File: config.mk
export PLATFORM = sky130hd
export DESIGN_NAME = drv_bias_ctrl
export DESIGN_NICKNAME = d
export VERILOG_FILES = /design/src/rtl/drv_bias_pkg.sv /design/src/rtl/serial_frame_rx.sv /design/src/rtl/bias_reg_bank.sv /design/src/rtl/boost_gate.sv /design/src/rtl/drv_bias_ctrl.sv
export SDC_FILE = /design/constraint.sdc
export NUM_CORES = 1
export LEC_CHECK = 0
export ABC_AREA = 1
export ABC_CLOCK_PERIOD_IN_PS = 2700
export BUFFER_PORTS_ARGS = -buffer_cell sky130_fd_sc_hd__buf_2
export CORE_AREA = 10 10 70 95
export CTS_CLUSTER_DIAMETER = 80
export DETAILED_ROUTE_END_ITERATION = 6
export DIE_AREA = 0 0 80 105
export PLACE_DENSITY_LB_ADDON = 0.1
export SLEW_MARGIN = 10
export SYNTH_ARGS = -nofsm -noshare
export SYNTH_HDL_FRONTEND = slang
export SYNTH_SLANG_ARGS = --single-unit
File: constraint.sdc
create_clock -name clk_i -period 2.7 [get_ports clk_i]
set_input_delay 0.27 -clock clk_i [delete_from_list [all_inputs] [get_ports clk_i]]
set_output_delay 0.27 -clock clk_i [all_outputs]
set_load 0.02 [all_outputs]
File: src/rtl/drv_bias_pkg.sv
package drv_bias_pkg;
  localparam int FRAME_W   = 12;
  localparam int ADDR_W    = 3;
  localparam int DATA_W    = 8;
  localparam int CODE_W    = DATA_W - 1;
  localparam int NUM_PORTS = 2;
  localparam logic [DATA_W-1:0] REG_RST = 8'h80;

  // packed so the LSB-first shift register maps straight onto the fields
  typedef struct packed {
    logic [DATA_W-1:0] data;
    logic [ADDR_W-1:0] addr;
    logic              wr;
  } frame_t;

  function automatic logic [ADDR_W-1:0] port_addr(input int p);
    return (p == 0) ? ADDR_W'(3) : ADDR_W'(7);
  endfunction
endpackage

File: src/rtl/serial_frame_rx.sv
module serial_frame_rx
  import drv_bias_pkg::*;
#(
  parameter int SYNC_STAGES = 2
) (
  input  logic   clk_i,
  input  logic   rst_ni,
  input  logic   cs_ni,
  input  logic   sclk_i,
  input  logic   sdata_i,
  output logic   frame_vld_o,
  output frame_t frame_o
);
  localparam int CNT_W = $clog2(FRAME_W + 1);
  localparam logic [CNT_W-1:0] CNT_FULL = CNT_W'(FRAME_W);
  localparam logic [CNT_W-1:0] CNT_LAST = CNT_W'(FRAME_W - 1);

  logic [SYNC_STAGES-1:0] cs_sync_q, sclk_sync_q, sd_sync_q;
  logic                   sclk_prev_q;
  logic [CNT_W-1:0]       cnt_q;
  logic [FRAME_W-1:0]     sr_q, sr_next;
  logic                   cs_low, sclk_rise, sd_s;

  always_ff @(posedge clk_i or negedge rst_ni) begin
    if (!rst_ni) begin
      cs_sync_q   <= '1;
      sclk_sync_q <= '0;
      sd_sync_q   <= '0;
      sclk_prev_q <= 1'b0;
    end else begin
      cs_sync_q   <= {cs_sync_q[SYNC_STAGES-2:0], cs_ni};
      sclk_sync_q <= {sclk_sync_q[SYNC_STAGES-2:0], sclk_i};
      sd_sync_q   <= {sd_sync_q[SYNC_STAGES-2:0], sdata_i};
      sclk_prev_q <= sclk_sync_q[SYNC_STAGES-1];
    end
  end

  assign cs_low    = ~cs_sync_q[SYNC_STAGES-1];
  assign sd_s      = sd_sync_q[SYNC_STAGES-1];
  assign sclk_rise = sclk_sync_q[SYNC_STAGES-1] & ~sclk_prev_q;
  assign sr_next   = {sd_s, sr_q[FRAME_W-1:1]};

  always_ff @(posedge clk_i or negedge rst_ni) begin
    if (!rst_ni) begin
      cnt_q       <= '0;
      sr_q        <= '0;
      frame_vld_o <= 1'b0;
      frame_o     <= '0;
    end else begin
      frame_vld_o <= 1'b0;
      if (!cs_low) begin
        cnt_q <= '0;
      end else if (sclk_rise && cnt_q != CNT_FULL) begin
        sr_q  <= sr_next;
        cnt_q <= cnt_q + 1'b1;
        if (cnt_q == CNT_LAST) begin
          frame_vld_o <= 1'b1;
          frame_o     <= frame_t'(sr_next);
        end
      end
    end
  end


  cnt_bound_chk: assert property (@(posedge clk_i) disable iff (!rst_ni)
    cnt_q <= CNT_FULL);

  cnt_clear_chk: assert property (@(posedge clk_i) disable iff (!rst_ni)
    !cs_low |=> cnt_q == '0);

  one_commit_chk: assert property (@(posedge clk_i) disable iff (!rst_ni)
    frame_vld_o |=> !frame_vld_o);
endmodule

File: src/rtl/bias_reg_bank.sv
module bias_reg_bank
  import drv_bias_pkg::*;
(
  input  logic                               clk_i,
  input  logic                               rst_ni,
  input  logic                               frame_vld_i,
  input  frame_t                             frame_i,
  output logic [NUM_PORTS-1:0][DATA_W-1:0]   regs_o
);
  for (genvar p = 0; p < NUM_PORTS; p++) begin : g_port
    logic hit;
    assign hit = frame_vld_i && frame_i.wr && (frame_i.addr == port_addr(p));

    always_ff @(posedge clk_i or negedge rst_ni) begin
      if (!rst_ni)  regs_o[p] <= REG_RST;
      else if (hit) regs_o[p] <= frame_i.data;
    end


    reg_hold_chk: assert property (@(posedge clk_i) disable iff (!rst_ni)
      !$stable(regs_o[p]) |-> $past(frame_vld_i && frame_i.wr && frame_i.addr == port_addr(p)));
  end
endmodule

File: src/rtl/boost_gate.sv
module boost_gate
  import drv_bias_pkg::*;
(
  input  logic                 boost_i,
  input  logic [NUM_PORTS-1:0] dis_i,
  output logic                 boost_en_o
);
  // any port still allowing boost keeps the shared rail switching
  assign boost_en_o = boost_i & ~(&dis_i);
endmodule

File: src/rtl/drv_bias_ctrl.sv
module drv_bias_ctrl
  import drv_bias_pkg::*;
#(
  parameter int SYNC_STAGES = 2
) (
  input  logic              clk_i,
  input  logic              rst_ni,
  input  logic              cs_ni,
  input  logic              sclk_i,
  input  logic              sdata_i,
  input  logic              boost_i,
  output logic [CODE_W-1:0] iq_ab_o,
  output logic [CODE_W-1:0] iq_cd_o,
  output logic              boost_en_o
);
  logic                             frame_vld;
  frame_t                           frame;
  logic [NUM_PORTS-1:0][DATA_W-1:0] regs;
  logic [NUM_PORTS-1:0]             dis;

  serial_frame_rx #(.SYNC_STAGES(SYNC_STAGES)) i_rx (
    .clk_i       (clk_i),
    .rst_ni      (rst_ni),
    .cs_ni       (cs_ni),
    .sclk_i      (sclk_i),
    .sdata_i     (sdata_i),
    .frame_vld_o (frame_vld),
    .frame_o     (frame)
  );

  bias_reg_bank i_bank (
    .clk_i       (clk_i),
    .rst_ni      (rst_ni),
    .frame_vld_i (frame_vld),
    .frame_i     (frame),
    .regs_o      (regs)
  );

  for (genvar p = 0; p < NUM_PORTS; p++) begin : g_dis
    assign dis[p] = regs[p][DATA_W-1];
  end

  boost_gate i_boost (
    .boost_i    (boost_i),
    .dis_i      (dis),
    .boost_en_o (boost_en_o)
  );

  assign iq_ab_o = regs[0][CODE_W-1:0];
  assign iq_cd_o = regs[1][CODE_W-1:0];


  boost_req_chk: assert property (@(posedge clk_i) disable iff (!rst_ni)
    !boost_i |-> !boost_en_o);

  all_dis_chk: assert property (@(posedge clk_i) disable iff (!rst_ni)
    (&dis) |-> !boost_en_o);
endmodule

### Yosys cells after proc, flatten, opt, wreduce, memory -nomap -nowiden

Index checks and enable logic that the tools add are counted.

| operators by class | value |
|---|---|
| $add $sub $neg | 1 |
| equality and inequality tests | 4 |
| multiplexer cells | 5 |
| bitwise gates (word level) | 5 |
| reduce and logical (&&, ||, !) cells | 8 |

Operator list:

| kind | count |
|---|---|
| $mux 4 | 2 |
| $add 4x1->4 const B | 1 |
| $eq 4x4->1 const B | 1 |
| $logic_and 1x1->1 | 4 |
| $ne 4x4->1 const B | 1 |
| $reduce_and 2->1 | 2 |
| $eq 3x2->1 const B | 1 |
| $eq 3x3->1 const B | 1 |
| $mux 1 | 3 |
| $not 1->1 | 3 |
| $reduce_and 3->1 | 1 |
| $and 1x1->1 | 2 |
| $reduce_bool 2->1 | 1 |

| word-level totals | value |
|---|---|
| bits in registers | 52 |
| bits of input ports | 6 |
| output and inout bits | 15 |
| word-level logic and storage cells | 35 |

### Longest topological paths before layout

Gate-level depths: netlist of the first run.

| depth | value |
|---|---|
| depth after elaboration | 5 |
| depth in mapped cells | 9 |
| depth with buffers taken out | 8 |

### Cells and area by module

Synthesis of the first run repeated with hierarchy kept, for this count alone.

| unflattened totals | value |
|---|---|
| cells, all modules | 231 |
| area, all modules | 2214.6 µm² |

By module, submodules not included:

| module | times used | cells each | area each (µm²) | seq. area each (µm²) |
|---|---|---|---|---|
| serial_frame_rx | 1 | 155 | 1545.2 | 878.3 |
| bias_reg_bank | 1 | 74 | 656.9 | 402.9 |
| boost_gate | 1 | 2 | 12.5 | 0.0 |

### Worst setup path before layout of the first run

Ideal clock, no wire load.

| path | value |
|---|---|
| path type | register -> register |
| from | reg i_rx.cnt_q[0] |
| to | reg i_rx.sr_q[10] |
| library setup time | 0.065 ns |
| arrival time | 1.198 ns |
| path slack | 1.437 ns |
| stages on the path, launching flop included | 9 |
| period minus slack after synthesis | 1.263 ns |
| cell sequence | dfrtp_1 -> inv_1 -> ha_1 -> nand3_2 -> nand2_4 -> nor2_2 -> buf_2 -> nand2_1 -> nand2_1 |

| on the way | value |
|---|---|
| longest elaborated chain between the ends | 3 |

RTL lines:

| element | RTL line | text |
|---|---|---|
| start: declaration | serial_frame_rx.sv:20 | `logic [CNT_W-1:0] cnt_q;` |
| start signal: assignment | serial_frame_rx.sv:55 | `cnt_q <= cnt_q + 1'b1;` |
| $ne 4x4->1 | serial_frame_rx.sv:53 | `end else if (sclk_rise && cnt_q != CNT_FULL) begin` |
| $logic_and 1x1->1 | serial_frame_rx.sv:53 |  |
| $reduce_and 2->1 (no line) | - |  |
| end signal: assignment | serial_frame_rx.sv:54 | `sr_q <= sr_next;` |
| end: declaration | serial_frame_rx.sv:21 | `logic [FRAME_W-1:0] sr_q, sr_next;` |

Every way passes these cells.
A chain may end at the register's enable or synchronous reset.

### Worst setup path in the final report of the first run

| path | value |
|---|---|
| from | reg i_rx.cnt_q[0] |
| to | reg i_rx.cnt_q[1] |

| on the way | value |
|---|---|
| longest elaborated chain between the ends | 3 |
| elaborated cells between the ends (all ways) | 6 |
| classes of those cells | add/sub: 1; eq/ne: 1; mux: 2; reduce/logical: 2 |

RTL lines:

| element | RTL line |
|---|---|
| $add 4x1->4 / $ne 4x4->1 (equally long branches) | serial_frame_rx.sv:55, serial_frame_rx.sv:53 |
| $mux 4 / $logic_and 1x1->1 (equally long branches) | serial_frame_rx.sv:53 |
| $mux 4 / $reduce_bool 2->1 (equally long branches) | - |

Several ways; a longest one is shown, not always the timed one. The select of a mux whose other input is x is not followed.

==> flow_summary.ini, run 1 <==
[status]
status = finished, final reports clean

[layout]
layout.filler_cells = 498
syn_to_final_growth_pct = 6.83
final_cell_area_sq_mm = 0.00229
diodes = 0
drive_above_1_share_pct = 19.1
fin_util_pct = 46.9
layout.nets = 237

[power_and_ir_drop]
power.share.sequential_pct = 57.8
power_leakage_nw = 1.20
vdd_ir_drop_max_mv = 0.374
pwr_density_cell_mw_per_mm2 = 628
report.power.total_mw = 1.44
power.internal_mw = 1.12
comb_power_share_pct = 4.3
power.net_switching_mw = 0.318
power.share.clock_pct = 37.9
sw_frac_of_total_pct = 22.1

[timing]
post-route-min-period_ns = 1.53
setup-tns-final_ns = 0
fmaxAchievable_ghz = 0.654
max-slew-margin-rel_pct = 57.8
finalHoldViolations = 0
timing.final.max_slew_violations = 0
post-route-period-util_pct = 56.6
grt_setup_unrepaired = no
timing.clock.skew_ns = 0.00610
finish_stage_setup_viols = 0
worst_slew_pin_slew_ns = 0.633

[setup_path]
worst-setup-path-type = reg -> reg
ff2ff_path_depth = 7
crit_path_start_kind = flip-flop
slowest_cell_delay_on_critical_path_ns = 0.39
critical_path_peak_fanout = 14
crit_slowest_cell = dfrtp_1
cell_chain_of_the_critical_path = inv_1 -> ha_1 -> nand3_2 -> nand2_4 -> nor2_2 -> nand2_1 -> o21ai_0
critPathArrivalTime_ns = 1.75
timing.critical_path.to_type = flip-flop
crit_required_ns = 2.92

[detailed_routing]
remaining_drc_errors = 0
detail_route.first_pass.iterations = 4
vias = 1353
drtAntennaViolNets = 0
wl_per_cell_um = 12.0
dr.first_iter.drc_count = 70
route.final.wire_length_um = 3530
via_per_inst = 4.60

[clock_network]
clock_latency_ns = 0.30
cts.hold.buffers_added = 0
number_of_buffers_inserted_during_clock_tree_synthesis = 5
ctsLongestPathBuffers = 2
ctsHtreeMaxLevel = 2
post-cts-setup-buffer-count = 0
clock_tree_root_buffer_cell = clkbuf_8
post_cts_resize_count = 0
cts_tree = done
clkTransAtPathRegs_ns = 0.09
cts.sinks = 51

[floorplanning]
initial_core_util_pct = 43.9
ios = 21
placeableCoreArea_sq_mm = 0.00488
die_outline_area_sq_mm = 0.00840
dieHeight_um = 105
floorplan.die.width_um = 80
rows = 30

[synth]
synthTopCellsByArea = dfrtp_1 (55%), nand2_1 (11%), buf_4 (5.3%), dfstp_2 (4.9%), o21ai_0 (4.4%)
synth_top_area_share_pct = 54.8
mappedNetlistArea_sq_mm = 0.00214
synth.largest_area_cell = dfrtp_1
synth_nets = 231
netlist-cell-type-count = 22
synthFlopType = dfrtp_1
ys_async_sr_fraction_pct = 100
sequential_area_share_after_synthesis_pct = 59.7
postSynthAreaPerCell_sq_um = 9.62
syn-instance-count = 223
synth-warning-count = 0
synth.ff_latch_count = 51
synth_enable_flop_cells = 0

[global_route]
largest_net_degree_at_the_start_of_global_routing = 52
first_global_vias = 1333
global_route.overflow_total = 0
wire_length_of_the_first_global_routing_pass_um = 6250
grt.total_usage_pct = 9.22
antenna_violations_before_repair = 0

[place]
placement.io_buffers = 20
detailedPlacementHpwl_um = 2480
placedInstanceArea_sq_mm = 0.00217
place_congestion = 0.731

[flow_run]
maxCapViolations = 0

[min_path]
hold_class = in -> async
-- cell type report --
class	instances	area (sq um)	area share (%)
Sequential cell	51	1280	55.9
Clock inverter	2	35.0	1.53
Clock buffer	6	82.6	3.60
Timing Repair Buffer	21	108	4.70
Multi-Input combinational cell	133	638	27.9
Tap cell	64	80.1	3.50
Inverter	17	66.3	2.89
-- synth_stat cells (2+ instances only) --
cell type	n
o21ai_1	2
nand3_2	3
o21ai_0	19
dfstp_2	4
buf_6	2
a21oi_1	8
dfrtp_1	47
nand2_1	65
ha_1	2
nor2_2	2
nor2_1	9
inv_1	16
nand4_1	3
buf_4	15
buf_2	4
nand3_1	14
nand2_4	2
nor2_4	2
-- sequential cells by signal (all words and copies together) (netlist names) --
register and flops:
i_rx.frame_vld_o 1, i_rx.cnt_q 4, i_rx.sclk_sync_q 2, i_rx.cs_sync_q 2, i_rx.sclk_prev_q 1, i_rx.sd_sync_q 2, i_rx.frame_o 12, i_bank.regs_o 16
i_rx.sr_q 11
-- critical path: cells and delay by family (launching register included) --
family          cells  cell delay [ns]
compound gates      1             0.10
flops               1             0.39
fa+ha+maj           1             0.21
buf+inv             1             0.08
simple gates        4             0.66
-- power groups by stage --
stage | Sequential (mW) | Combinational (mW) | Clock, mW
global placement | 0.846 | 0.0648 | 0
global route | 0.838 | 0.0768 | 0.590
CTS | 0.831 | 0.0657 | 0.569
floorplan | 0.835 | 0.0403 | 0
finish | 0.830 | 0.0622 | 0.545
detailed placement | 0.846 | 0.0655 | 0
-- worst paths after layout --
path,startpoint,endpoint,slack [ns]
max,i_rx.cnt_q[0]$_DFFE_PN0P_,i_rx.cnt_q[1]$_DFFE_PN0P_,1.17
max reg2reg,i_rx.cnt_q[0]$_DFFE_PN0P_,i_rx.cnt_q[1]$_DFFE_PN0P_,1.17
min reg2reg,i_rx.sd_sync_q[0]$_DFF_PN0_,i_rx.sd_sync_q[1]$_DFF_PN0_,0.36
max in group asynchronous,rst_ni,i_rx.frame_o[10]$_DFFE_PN0P_,2.21
min,rst_ni,i_bank.regs_o[0]$_DFFE_PN0P_,0.06
min in group clk_i,cs_ni,i_rx.cs_sync_q[0]$_DFF_PN1_,0.06
-- layout by cell type, fill, tap and decap left out --
cell type / synthesis / routed
inv_4: 1 / 1
nand2_1: 65 / 65
inv_1: 16 / 16
clkinv_2: 0 / 1
buf_4: 15 / 1
ha_1: 2 / 2
buf_2: 4 / 20
nand4_1: 3 / 3
o21ai_0: 19 / 19
or2_2: 1 / 1
nor2_2: 2 / 2
a21oi_1: 8 / 8
clkbuf_8: 0 / 6
dfrtp_1: 47 / 47
nand2_4: 2 / 2
a21boi_0: 1 / 1
nand3_1: 14 / 14
nor2_4: 2 / 2
bufinv_16: 0 / 1
o21ai_1: 2 / 2
nor2_1: 9 / 9
nand3_2: 3 / 3
dfstp_2: 4 / 4
-- logic make-up after synthesis --
family	count (synthesis)	synth area share (%)
and+or+nand+nor	101	21.5
AOI/OAI and AO/OA	30	7.12
DFF	51	59.7
adders and majority gates	2	1.17
buffers and inverters	39	10.5
-- metal layers --
layer  wire length [um]  vias up  global-route usage [%]
met4                 45        0                    4.55
met1               1570      617                    10.2
met2               1690       23                    15.1
met5                  0        -                       0
li1                   -      708                       -
met3                223        5                    3.26
-- through the flow --
step           hold WS [ns]  std cells  setup WS, ns
3_3_place_gp          0.340        286          1.20
3_5_place_dp          0.336        286          1.14
5_1_grt              0.0471        294         0.973
4_1_cts              0.0476        294          1.13
2_1_floorplan       -0.0256        223          1.44
6_report             0.0565        294          1.17
No activity file was read; power rests on OpenSTA's default activity.
==> inputs of run 2 (changes only) <==
--- a/config.mk
+++ b/config.mk
@@ -6,7 +6,7 @@
 export NUM_CORES = 1
 export LEC_CHECK = 0
 export ABC_AREA = 1
-export ABC_CLOCK_PERIOD_IN_PS = 2700
+export ABC_CLOCK_PERIOD_IN_PS = 1600
 export BUFFER_PORTS_ARGS = -buffer_cell sky130_fd_sc_hd__buf_2
 export CORE_AREA = 10 10 70 95
 export CTS_CLUSTER_DIAMETER = 80
==> constraint.sdc (replaced) <==
create_clock -name clk_i -period 1.6 [get_ports clk_i]
set_input_delay 0.16 -clock clk_i [delete_from_list [all_inputs] [get_ports clk_i]]
set_output_delay 0.16 -clock clk_i [all_outputs]
set_load 0.02 [all_outputs]
==> run 2 against run 1 <==
Compared with the run above: final cell count rose by 2.7%; via count up 1.4%; combinational power grew 99%; highest routed layer unchanged; register-to-register slack worse by 0.97 ns; critical path depth up 1; critical endpoint is now i_rx.frame_o[9]$_DFFE_PN0P_; non-clock buffer count grew 8.
==> flow_summary.ini, run 2 (synthesized netlist as in run 1, its figures left out) <==
[status]
status = finished, final reports clean

[timing]
finish_stage_setup_viols = 0
post-route-min-period_ns = 1.40
worst_slew_pin_slew_ns = 0.423
fmaxAchievable_ghz = 0.714
fin_hold_ws_ns = 0.323
timing.final.max_slew_violations = 0
setup-tns-final_ns = 0
worst_slack_ns = 0.200
post-route-period-util_pct = 87.5
finalHoldViolations = 0
max-slew-margin-rel_pct = 71.8
timing.clock.skew_ns = 0.00730
grt_setup_unrepaired = no

[setup_path]
critical_path_buf_inv_count = 3
crit_path_start_kind = flip-flop
worst-setup-path-type = reg -> reg
ff2ff_path_depth = 8
cp_top_family = flip-flops
critical_path_peak_fanout = 14
timing.critical_path.to_type = flip-flop
worst_r2r_startpoint = i_rx.cnt_q[0]$_DFFE_PN0P_
slowest_cell_delay_on_critical_path_ns = 0.41
regToRegSetupSlack_ns = 0.20
crit_cells = 8
crit_required_ns = 1.79
r2r-end = i_rx.frame_o[9]$_DFFE_PN0P_
critPathArrivalTime_ns = 1.59
cell_chain_of_the_critical_path = inv_1 -> ha_1 -> nand3_2 -> nand2_4 -> inv_4 -> buf_4 -> nand3_1 -> nand2_1
crit_slowest_cell = dfrtp_1
crit_path_start = i_rx.cnt_q[0]$_DFFE_PN0P_
crit_end = i_rx.frame_o[9]$_DFFE_PN0P_

[global_route]
grt.total_usage_pct = 9.14
largest_net_degree_at_the_start_of_global_routing = 35
antenna_violations_before_repair = 0
global_route.overflow_total = 0
wire_length_of_the_first_global_routing_pass_um = 6230
first_global_vias = 1312

[place]
placedInstanceArea_sq_mm = 0.00222
placement_setup_slack_ns = 0.202
placement.io_buffers = 20
detailedPlacementHpwl_um = 2620
place_congestion = 0.768

[layout]
layout.filler_cells = 471
layout.cells.most_common = nand2_1
max_flop_register = i_bank.regs_o
final_cell_area_sq_mm = 0.00236
most_used_cells_in_the_layout_excluding_fill_and_tap_cells = nand2_1 (65), dfrtp_1 (47), buf_2 (20), o21ai_0 (19), inv_1 (16)
layout_top_registers = i_bank.regs_o x16, i_rx.frame_o x12, i_rx.sr_q x11
drive_above_1_share_pct = 19.3
layout.nets = 245
diodes = 0
largest_register_ff_count = 16
syn_to_final_growth_pct = 10.2
fin_util_pct = 48.4

[floorplanning]
floorplan.die.width_um = 80
initial_core_util_pct = 43.9
placeableCoreArea_sq_mm = 0.00488
rows = 30
die_outline_area_sq_mm = 0.00840
ios = 21
dieHeight_um = 105

[clock_network]
number_of_buffers_inserted_during_clock_tree_synthesis = 5
ctsLongestPathBuffers = 2
cts_tree = done
clock_tree_root_buffer_cell = clkbuf_8
cts.sinks = 51
ctsHtreeMaxLevel = 2
post_cts_resize_count = 0
clkTransAtPathRegs_ns = 0.09
clock_latency_ns = 0.30

[detailed_routing]
remaining_drc_errors = 0
route.final.wire_length_um = 3660
detail_route.first_pass.iterations = 4
dr.first_iter.drc_count = 84
vias = 1372
wl_per_cell_um = 12.1
drtAntennaViolNets = 0
via_per_inst = 4.54

[power_and_ir_drop]
pwr_density_cell_mw_per_mm2 = 1010
power_leakage_nw = 1.23
vdd_ir_drop_max_mv = 0.496

[flow_run]
maxCapViolations = 0

[min_path]
hold_class = in -> async
## run 2: metal layers
layer | global-route usage, % | wire length, um | up-vias
li1 | - | - | 717
met1 | 10.4 | 1560 | 627
met2 | 14.7 | 1790 | 23
met3 | 3.52 | 236 | 5
met4 | 3.79 | 66 | 0
met5 | 0 | 0 | -
## run 2: how the worst min path moves through the flow
stage                 from                      endpoint  slack [ns]
floorplan           rst_ni  i_bank.regs_o[0]$_DFFE_PN0P_       -0.14
global placement    rst_ni   i_rx.frame_o[4]$_DFFE_PN0P_        0.12
detailed placement  rst_ni   i_rx.frame_o[4]$_DFFE_PN0P_        0.13
CTS                 rst_ni   i_rx.frame_o[4]$_DFFE_PN0P_        0.33
global route        rst_ni   i_rx.frame_o[4]$_DFFE_PN0P_        0.37
finish              rst_ni   i_rx.frame_o[4]$_DFFE_PN0P_        0.32
## run 2: metrics by stage
step                power, mW  instances
floorplan                1.48        223
global placement         1.55        290
detailed placement       1.56        290
CTS                      2.43        302
global route             2.51        302
finish                   2.39        302
## run 2: cell type report
cell class / count / area (sq um) / share of cell area [%]
Timing Repair Buffer: 29 / 190 / 8.05
Tap cell: 64 / 80.1 / 3.39
Sequential cell: 51 / 1280 / 54.2
Inverter: 17 / 66.3 / 2.81
Clock inverter: 1 / 30.0 / 1.27
Clock buffer: 7 / 76.3 / 3.23
Multi-Input combinational cell: 133 / 638 / 27.0
## run 2: what timing repair did
| action | 4_1_cts | 5_1_grt |
|---|---|---|
| hold buffers | 4 | 0 |
| buffers inserted | 0 | 0 |
| hold endpoints to repair | 16 | 0 |
## run 2: power breakdown
part / switching (mW) / internal, mW / leakage [nW]
logic: 0.0782 / 0.0461 / 0.497
registers: 0.0548 / 1.35 / 0.680
clock network: 0.391 / 0.468 / 0.0524
==> inputs of run 3 (changes only) <==
--- a/config.mk
+++ b/config.mk
@@ -5,13 +5,13 @@
 export SDC_FILE = /design/constraint.sdc
 export NUM_CORES = 1
 export LEC_CHECK = 0
-export ABC_AREA = 1
+export ABC_AREA = 0
 export ABC_CLOCK_PERIOD_IN_PS = 1600
 export BUFFER_PORTS_ARGS = -buffer_cell sky130_fd_sc_hd__buf_2
-export CORE_AREA = 10 10 70 95
+export CORE_AREA = 10 10 69 94
 export CTS_CLUSTER_DIAMETER = 80
 export DETAILED_ROUTE_END_ITERATION = 6
-export DIE_AREA = 0 0 80 105
+export DIE_AREA = 0 0 79 104
 export PLACE_DENSITY_LB_ADDON = 0.1
 export SLEW_MARGIN = 10
 export SYNTH_ARGS = -nofsm -noshare
==> run 3 against run 2 <==
Compared with the run above: area after synthesis shrank 1.8%; synthesized cell count shrank 39%; global-route usage up 0.43 points; routed wire length decreased by 0.46%; final area rose by 1.1%.
==> flow_summary.ini, run 3 <==
[detailed_routing]
maxUsedRoutingLayer = met4
remaining_drc_errors = 0
dr.first_iter.drc_count = 67
drtAntennaViolNets = 0
via_per_inst = 5.07
vias = 1121
wl_per_cell_um = 16.5
detailroute.wirelength.met2_um = 1940
detail_route.first_pass.iterations = 4
drt-met1-wl_um = 1530
route.met3.wl_um = 124
route.final.wire_length_um = 3650

[synth]
synth-warning-count = 0
sequential_area_share_after_synthesis_pct = 60.8
synthFlopType = dfrtp_1
synth_top_area_share_pct = 55.9
postSynthAreaPerCell_sq_um = 15.6
synthTopCellsByArea = dfrtp_1 (56%), mux2_2 (16%), mux2_4 (7.1%), buf_4 (5.3%), dfstp_2 (5.0%)
netlist-cell-type-count = 28
synth.largest_area_cell = dfrtp_1
synth_most_common_cell = dfrtp_1
synth_enable_flop_cells = 0
synthTopCellsByCount = dfrtp_1 (47), mux2_2 (30), buf_4 (15), mux2_4 (10), dfstp_2 (4)
mappedNetlistArea_sq_mm = 0.00211
syn-instance-count = 135
ys_async_sr_fraction_pct = 100
synth.ff_latch_count = 51
synth_nets = 143

[clock_network]
clock_latency_ns = 0.30
clock_tree_root_buffer_cell = clkbuf_8
cts_tree = done
number_of_buffers_inserted_during_clock_tree_synthesis = 5
ctsHtreeMaxLevel = 2
cts.sinks = 51
ctsLongestPathBuffers = 2
clkTransAtPathRegs_ns = 0.10

[timing]
grt_setup_unrepaired = yes
worst_slew_pin_slew_ns = 0.281
fmaxAchievable_ghz = 0.636
setup-tns-final_ns = 0
finish_stage_setup_viols = 0
post-route-period-util_pct = 98.2
timing.clock.skew_ns = 0.0142
max-slew-margin-rel_pct = 81.0
timing.final.max_slew_violations = 0
finalHoldViolations = 0
post-route-min-period_ns = 1.57

[power_and_ir_drop]
power.share.clock_pct = 29.1
vdd_ir_drop_max_mv = 0.638
power_leakage_nw = 1.20
power.internal_mw = 1.87
sw_frac_of_total_pct = 23.6
pwr_density_cell_mw_per_mm2 = 1030
comb_power_share_pct = 10.1
power.net_switching_mw = 0.577
power.share.sequential_pct = 60.8

[setup_path]
crit_required_ns = 1.79
cell_chain_of_the_critical_path = inv_1 -> ha_4 -> a311o_2 -> mux2_4
slowest_cell_delay_on_critical_path_ns = 0.48
timing.critical_path.to_type = flip-flop
critical_path_peak_fanout = 5
worst-setup-path-type = reg -> reg
crit_path_start_kind = flip-flop
crit_slowest_cell = a311o_2
critPathArrivalTime_ns = 1.76

[status]
status = finished, final reports clean

[flow_run]
maxCapViolations = 0

[layout]
diodes = 0
most_used_cells_in_the_layout_excluding_fill_and_tap_cells = dfrtp_1 (47), mux2_2 (30), buf_2 (20), mux2_4 (10), clkbuf_8 (5)
layout.cells.most_common = dfrtp_1
layout.nets = 164
max_flop_register = i_bank.regs_o
fin_util_pct = 49.7
layout_top_registers = i_bank.regs_o x16, i_rx.frame_o x12, i_rx.sr_q x11
layout.filler_cells = 473
syn_to_final_growth_pct = 13.4
drive_above_1_share_pct = 54.1
largest_register_ff_count = 16

[floorplanning]
dieHeight_um = 104
rows = 30
initial_core_util_pct = 43.8
floorplan.die.width_um = 79
die_outline_area_sq_mm = 0.00822
placeableCoreArea_sq_mm = 0.00480
ios = 21

[place]
place_congestion = 0.693
placement.io_buffers = 20
detailedPlacementHpwl_um = 2340

[global_route]
largest_net_degree_at_the_start_of_global_routing = 52
grt.total_usage_pct = 9.57
antenna_violations_before_repair = 0
first_global_vias = 1267
global_route.overflow_total = 0
wire_length_of_the_first_global_routing_pass_um = 6250

[min_path]
hold_class = reg -> reg
-- run 3: worst paths after layout --
path / from / endpoint / slack (ns) / cells after the start
max reg2reg: i_rx.cnt_q[0]$_DFFE_PN0P_ / i_rx.sr_q[8]$_DFFE_PN0P_ / 0.03 / 4
min in group asynchronous: rst_ni / i_rx.frame_o[0]$_DFFE_PN0P_ / 0.37 / 3
min reg2reg: i_rx.sclk_sync_q[0]$_DFF_PN0_ / i_rx.sclk_sync_q[1]$_DFF_PN0_ / 0.36 / 0
max in group asynchronous: rst_ni / i_bank.regs_o[15]$_DFFE_PN1P_ / 0.93 / 3
max: i_rx.cnt_q[0]$_DFFE_PN0P_ / i_rx.sr_q[8]$_DFFE_PN0P_ / 0.03 / 4
min: i_rx.sclk_sync_q[0]$_DFF_PN0_ / i_rx.sclk_sync_q[1]$_DFF_PN0_ / 0.36 / 0
-- run 3: power groups by stage --
stage                     Sequential [mW]  Clock [mW]  Combinational [mW]
after floorplan                      1.48           0               0.174
after global placement               1.51           0               0.214
after detailed placement             1.51           0               0.229
after CTS                            1.49       0.739               0.250
after global routing                 1.51       0.808               0.267
final                                1.49       0.713               0.246
-- run 3: final cells by class --
| type | count | area (sq um) | share of cell area (%) |
|---|---|---|---|
| clock buffers | 6 | 72.6 | 3.04 |
| multi-input cells | 65 | 708 | 29.6 |
| well taps | 64 | 80.1 | 3.35 |
| repair buffers | 30 | 223 | 9.32 |
| flip-flops and latches | 51 | 1280 | 53.6 |
| clock inverters | 2 | 12.5 | 0.524 |
| inverters | 3 | 11.3 | 0.471 |
-- run 3: critical path, delay by kind of cell, from the launching register on --
kind	cells	cell delay, ns
compound gates	1	0.48
fa+ha+maj	1	0.18
buf+inv	1	0.09
mux	1	0.32
flops	1	0.38
-- run 3: layer usage --
metal / GRT usage (%) / up-vias
li1: - / 496
met1: 10.8 / 596
met2: 16.1 / 24
met3: 2.85 / 5
met4: 3.86 / 0
met5: 0 / -
-- run 3: timing repair --
action / CTS / global route
resized for setup: 3 / 0
endpoints found under the setup margin: 11 / 22
hold buffers: 4 / 0
hold endpoints to repair: 50 / 0
pin swaps: 1 / 1
setup buffers: 2 / 0
cloned: 1 / 0
-- run 3: logic make-up after synthesis --
group | after synthesis | synth area share (%)
flip-flops | 51 | 60.8
AND/OR/NAND/NOR | 14 | 5.11
buffers and inverters | 20 | 6.65
multiplexers | 41 | 23.6
adder cells (fa/ha/maj) | 2 | 1.19
AO/OA/AOI/OAI | 7 | 2.55
-- run 3: stage by stage --
stage / worst slack, ns / power (mW) / instance area (sq um) / hold WS [ns] / instances
final: 0.0288 / 2.45 / 2390 / 0.355 / 221
after global routing: -0.0610 / 2.59 / 2390 / 0.364 / 221
after global placement: 0.0455 / 1.73 / 2220 / 0.164 / 206
after detailed placement: -0.0195 / 1.74 / 2220 / 0.168 / 206
after floorplan: 0.0524 / 1.65 / 2110 / -0.136 / 135
after CTS: 0.00456 / 2.48 / 2390 / 0.359 / 221
